$ cat src/rtl/i2s_rx_pkg.sv
package i2s_rx_pkg;

    localparam int SAMPLE_W = 24;
    localparam int CNT_W    = $clog2(SAMPLE_W + 8);

    typedef logic [SAMPLE_W-1:0] sample_t;
    typedef logic [CNT_W-1:0]    bitcnt_t;

    typedef enum logic {
        CH_LEFT  = 1'b0,
        CH_RIGHT = 1'b1
    } chan_e;

    typedef struct packed {
        sample_t data;
        bitcnt_t len;
        chan_e   chan;
    } slot_word_t;

    // Move an n-bit word, collected LSB-justified, up to the MSB end.
    function automatic sample_t left_align(sample_t raw, bitcnt_t n);
        if (n >= bitcnt_t'(SAMPLE_W))
            return raw;
        return raw << (bitcnt_t'(SAMPLE_W) - n);
    endfunction

    function automatic bitcnt_t clamp_len(bitcnt_t n);
        return (n > bitcnt_t'(SAMPLE_W)) ? bitcnt_t'(SAMPLE_W) : n;
    endfunction

endpackage

$ cat src/rtl/i2s_in_sync.sv
module i2s_in_sync #(
    parameter int WIDTH  = 3,
    parameter int STAGES = 2
) (
    input  logic             clk,
    input  logic             rst,
    input  logic [WIDTH-1:0] async_i,
    output logic [WIDTH-1:0] sync_o
);

    localparam int DEPTH = (STAGES < 2) ? 2 : STAGES;

    logic [DEPTH-1:0][WIDTH-1:0] chain_q;

    always_ff @(posedge clk) begin
        if (rst)
            chain_q <= '0;
        else
            chain_q <= {chain_q[DEPTH-2:0], async_i};
    end

    assign sync_o = chain_q[DEPTH-1];

endmodule

$ cat src/rtl/i2s_slot_rx.sv
module i2s_slot_rx
    import i2s_rx_pkg::*;
(
    input  logic       clk,
    input  logic       rst,
    input  logic       bclk_i,
    input  logic       ws_i,
    input  logic       sd_i,
    output logic       done_o,
    output slot_word_t word_o
);

    logic    bclk_q;
    logic    ws_q;
    logic    armed_q;
    sample_t shift_q;
    bitcnt_t cnt_q;

    logic    rise;
    logic    ws_change;
    sample_t shift_n;
    bitcnt_t cnt_n;

    assign rise      = bclk_i & ~bclk_q;
    assign ws_change = ws_i ^ ws_q;

    always_comb begin
        shift_n = (cnt_q < bitcnt_t'(SAMPLE_W)) ? {shift_q[SAMPLE_W-2:0], sd_i} : shift_q;
        cnt_n   = (cnt_q == '1) ? cnt_q : cnt_q + bitcnt_t'(1);
    end

    always_ff @(posedge clk) begin
        if (rst) begin
            bclk_q  <= 1'b0;
            ws_q    <= 1'b0;
            armed_q <= 1'b0;
            shift_q <= '0;
            cnt_q   <= '0;
            done_o  <= 1'b0;
            word_o  <= '0;
        end else begin
            bclk_q <= bclk_i;
            done_o <= 1'b0;
            if (rise) begin
                ws_q <= ws_i;
                if (ws_change) begin
                    // this bit is the LSB of the word that is closing
                    armed_q <= 1'b1;
                    shift_q <= '0;
                    cnt_q   <= '0;
                    if (armed_q) begin
                        done_o <= 1'b1;
                        word_o <= '{data: left_align(shift_n, cnt_n),
                                    len:  clamp_len(cnt_n),
                                    chan: chan_e'(ws_q)};
                    end
                end else begin
                    shift_q <= shift_n;
                    cnt_q   <= cnt_n;
                end
            end
        end
    end

endmodule

$ cat src/rtl/i2s_frame_pair.sv
module i2s_frame_pair
    import i2s_rx_pkg::*;
(
    input  logic       clk,
    input  logic       rst,
    input  logic       done_i,
    input  slot_word_t word_i,
    output sample_t    left_o,
    output sample_t    right_o,
    output bitcnt_t    len_o,
    output logic       valid_o
);

    sample_t left_hold_q;
    logic    have_left_q;

    always_ff @(posedge clk) begin
        if (rst) begin
            left_hold_q <= '0;
            have_left_q <= 1'b0;
            left_o      <= '0;
            right_o     <= '0;
            len_o       <= '0;
            valid_o     <= 1'b0;
        end else begin
            valid_o <= 1'b0;
            if (done_i) begin
                if (word_i.chan == CH_LEFT) begin
                    left_hold_q <= word_i.data;
                    have_left_q <= 1'b1;
                end else if (have_left_q) begin
                    left_o      <= left_hold_q;
                    right_o     <= word_i.data;
                    len_o       <= word_i.len;
                    valid_o     <= 1'b1;
                    have_left_q <= 1'b0;
                end
            end
        end
    end

endmodule

$ cat src/rtl/i2s_autolen_rx.sv
module i2s_autolen_rx
    import i2s_rx_pkg::*;
#(
    parameter int SYNC_STAGES = 2
) (
    input  logic                clk,
    input  logic                rst,
    input  logic                bclk_i,
    input  logic                ws_i,
    input  logic                sd_i,
    output logic [SAMPLE_W-1:0] left_o,
    output logic [SAMPLE_W-1:0] right_o,
    output logic                valid_o,
    output logic [CNT_W-1:0]    word_len_o
);

    localparam int N_IN = 3;

    logic [N_IN-1:0] raw_in;
    logic [N_IN-1:0] synced;
    slot_word_t      slot_word;
    logic            slot_done;

    assign raw_in = {bclk_i, ws_i, sd_i};

    i2s_in_sync #(
        .WIDTH (N_IN),
        .STAGES(SYNC_STAGES)
    ) u_sync (
        .clk    (clk),
        .rst    (rst),
        .async_i(raw_in),
        .sync_o (synced)
    );

    i2s_slot_rx u_slot (
        .clk   (clk),
        .rst   (rst),
        .bclk_i(synced[2]),
        .ws_i  (synced[1]),
        .sd_i  (synced[0]),
        .done_o(slot_done),
        .word_o(slot_word)
    );

    i2s_frame_pair u_pair (
        .clk    (clk),
        .rst    (rst),
        .done_i (slot_done),
        .word_i (slot_word),
        .left_o (left_o),
        .right_o(right_o),
        .len_o  (word_len_o),
        .valid_o(valid_o)
    );

endmodule

$ cat config.mk
export PLATFORM = sky130hd
export DESIGN_NAME = i2s_autolen_rx
export DESIGN_NICKNAME = d
export VERILOG_FILES = /design/src/rtl/i2s_rx_pkg.sv /design/src/rtl/i2s_in_sync.sv /design/src/rtl/i2s_slot_rx.sv /design/src/rtl/i2s_frame_pair.sv /design/src/rtl/i2s_autolen_rx.sv
export SDC_FILE = /design/constraint.sdc
export NUM_CORES = 1
export LEC_CHECK = 0
export BUFFER_PORTS_ARGS = -buffer_cell sky130_fd_sc_hd__buf_2
export CORE_ASPECT_RATIO = 2
export CORE_MARGIN = 1.5
export CORE_UTILIZATION = 30
export DETAILED_ROUTE_END_ITERATION = 10
export GPL_TIMING_DRIVEN = 0
export PLACE_DENSITY_LB_ADDON = 0.3
export SYNTH_ARGS = -nofsm -noshare
export SYNTH_HDL_FRONTEND = slang
export SYNTH_SLANG_ARGS = --single-unit
$ cat constraint.sdc
create_clock -name clk -period 6.6 [get_ports clk]
set_input_delay 1.65 -clock clk [delete_from_list [all_inputs] [get_ports clk]]
set_output_delay 1.65 -clock clk [all_outputs]
set_load 0.02 [all_outputs]
==> metrics.md <==
| Metric | Value |
|---|---|
| Status | completed |
| Flops & latches, synth | 148 |
| Storage element area | 0.00296 mm2 |
| Slew HR | 0.158 |
| Power Dens Cells | 244 mW/mm2 |
| Routed Antenna Nets | 0 |
| Worst clock skew | 0.00862 ns |
| Congestion Overflow GR | 0 |
| Wire per inst | 24.7 um |
| GPL Wtd Cong | 1.06 |
| Worst Hold Path EP | u_sync.sync_o[0] |
| Buffers and inverters on the worst path | 1 |
| Period utilisation layout | 0.641 |
| Comb power frac | 0.066 |
| Post-CTS Setup Bufs | 0 |
| Die area | 0.0255 mm2 |
| CTS Buf Count | 17 |
| Worst EP arrival | 4.57 ns |
| VDD IR max | 0.179 mV |
| Cts repair resizes | 0 |
| Clk pin slew, worst setup/hold paths | 0.06 ns |
| Sequential share of power | 0.425 |
| Synth cell types | 70 |
| Pin count of the biggest net entering global routing | 17 |
| Die span in y | 224 um |
| Worst hold stages | 1 |
| Area contributors post-synth | dfxtp_1, nand2_1, a21oi_1 |
| Final min period | 4.23 ns |
| Cells after Synth | 971 |
| Worst-path fanout max | 10 |
| CTS Hold Bufs | 0 |
| Tightest Pin Transition | 1.23 ns |
| Clk_lat worst skew | 0.44 ns |
| First-pass GRT wire length | 48.7 mm |
| Switching share of power | 0.248 |
| Via count | 7699 |
| Clock power share | 0.509 |
| Worst r2r src | u_slot.cnt_q[0] |
| Die X | 114 um |
| Syn avg cell area | 7.58 um2 |
| Hold path start | u_sync.chain_q[0] |
| CTS sink count | 148 |
| Register-to-Register Setup Slack | 2.37 ns |
| Share of layout cells above drive strength 1 | 0.123 |
| Vias in the first global route | 7569 |
| Clock buffer depth | 2 |
| Layout Nets | 1054 |
| Syn Nets | 977 |
| Worst r2r dst | u_slot.word_o[23] |
| RSZ-0062 raised after global routing | no |
| DR pass1 iterations | 6 |
| Drt drc | 0 |
| Hold WC Path Type | reg -> reg |
| Crit Path Class | reg -> reg |
| Final Slew Violations | 0 |
| Most used DFF post-synth | dfxtp_1 |
| Worst setup SP type | flip-flop |
| CTS HTree Levels | 4 |
| Synthesized area | 0.00736 mm2 |
| Max Freq | 236 MHz |
| CP peak stage delay | 0.93 ns |
| Area occupied by multi-input gates | 0.00401 mm2 |
| CP max stage cell | mux2i_1 |
| Layout area overhead | 17.6% |
| Largest area contributor in the netlist | dfxtp_1 |
| Yosys Warn Count | 0 |
| Leak | 3.03 nW |
| R2R depth | 8 |
| Initial DRC count | 508 |
| Core area | 0.0239 mm2 |
| Share of the synthesized area in the top cell type | 0.403 |
| Cell Rows | 80 |
| CP top delay family | compound AO/OA/AOI/OAI gates |
| Post-synth EDFFs | 0 |
| Initial antenna violation count | 0 |
| Fillcell total | 2542 |
| Most common cell after layout, fill and taps aside | nand2_1 |
| FFs w/ async S/R, synth | 0 |
| I/O Buffers | 58 |
| CP Data Required Time | 6.94 ns |
| P_sw | 0.522 mW |
| Power Internal | 1.59 mW |
| # setup viols final | 0 |
| Root Buffer | clkbuf_16 |
| Max_cap viols | 0 |
| Most frequent cells in the layout | nand2_1, dfxtp_1, a21oi_1 |
| Crit-path cells | ha_1, nand4_4, mux2i_1, clkbuf_1, a31oi_1, nand2_1, o211ai_1, a311oi_1 |
| Critical path endpoint category | flip-flop |
| Final-report hold violation count | 0 |
| Register area share after synthesis | 0.403 |
| # diodes | 0 |
| Final TNS setup | 0 ns |
| # IOs | 59 |
| GRT Total Usage | 0.266 |
| Post-Route WL | 33.3 mm |
| Final Util | 0.362 |
| Post-DP HPWL | 26.2 mm |
| Vias per Instance | 5.71 |
| Initial core utilization | 0.307 |
| CTS tree | built |
## per-stage QoR
stage	std cells	power (mW)	setup WS (ns)	cell area (um2)	hold WS (ns)
floorplan	971	0.996	3.99	7360	0.414
CTS	1348	2.12	2.64	8650	0.437
global placement	1316	1.05	2.63	8010	0.417
global route	1348	2.17	2.35	8650	0.447
finish	1348	2.11	2.37	8650	0.435
detailed placement	1316	1.05	2.67	8010	0.422
## power groups by stage
stage	registers [mW]	clock network, mW	logic, mW
floorplan	0.917	0	0.0791
global placement	0.917	0	0.133
detailed placement	0.917	0	0.132
CTS	0.897	1.09	0.132
global route	0.897	1.12	0.144
finish	0.897	1.07	0.138
## cells in the mapped netlist (all sizes together), types with 2 or more instances
cell,number
a222oi,3
a21boi,2
a21o,2
nor2,98
a211oi,13
a32o,3
o32ai,3
o221ai,4
mux2i,25
a311oi,8
xnor2,7
a211o,4
mux2,6
o21a,3
nor2b,9
a21oi,129
clkbuf,67
nor4,2
inv,3
a22oi,21
nand2,227
a221oi,8
o311ai,3
and2,5
o21ai,26
a31oi,8
nor3,21
nand3,16
dfxtp,148
o221a,2
nand2b,6
nand3b,2
nand4,3
o31ai,3
o311a,2
and3,5
o22ai,22
or3,5
o2bb2ai,2
o211ai,12
buf,19
## routing by layer
layer | part of all wire | track usage
met5 | 0 | 0
met3 | 0.043 | 0.0515
met2 | 0.54 | 0.506
met1 | 0.31 | 0.221
met4 | 0.11 | 0.250
## cell type report
cell class              count  share of cell area
multi-input cells         734               0.464
inverters                   3             0.00130
well taps                 287              0.0415
flip-flops and latches    148               0.342
plain buffers              86              0.0428
clock inverters            13              0.0224
clock buffers              19              0.0523
repair buffers             58              0.0336
## how the worst max path moves through the flow
stage	startpoint	end	slack (ns)	cells after the start
detailed placement	u_slot.cnt_q[0]	u_slot.word_o[29]	2.67	10
CTS	u_slot.cnt_q[0]	u_slot.word_o[29]	2.64	10
global placement	u_slot.cnt_q[0]	u_slot.word_o[23]	2.63	8
global route	u_slot.cnt_q[0]	u_slot.word_o[23]	2.35	8
floorplan	u_slot.cnt_q[0]	u_slot.word_o[26]	3.99	11
finish	u_slot.cnt_q[0]	u_slot.word_o[23]	2.37	8
## registers in the layout (all words and copies together) (netlist names), 3 cells and up
name	cells
u_pair.left_o	24
u_pair.left_hold_q	24
u_pair.len_o	5
u_slot.shift_q	24
u_slot.cnt_q	5
u_pair.right_o	24
u_sync.sync_o	3
u_slot.word_o	30
u_sync.chain_q	3
## kinds of logic after synthesis
logic type               Yosys count  synth area share
multiplexers                      32            0.0480
XOR/XNOR                           7            0.0114
flip-flops                       148             0.403
AO/OA/AOI/OAI                    293             0.256
adder cells (fa/ha/maj)            1           0.00170
buffers and inverters             89            0.0519
AND/OR/NAND/NOR                  401             0.228
## worst register-to-register path: stages, from the launching register on
cell and delay, ns:
dfxtp_1 0.48, ha_1 0.34, nand4_4 0.31, mux2i_1 0.93, clkbuf_1 0.64, a31oi_1 0.44
nand2_1 0.47, o211ai_1 0.19, a311oi_1 0.33
Power figures use the tool's default switching activity.
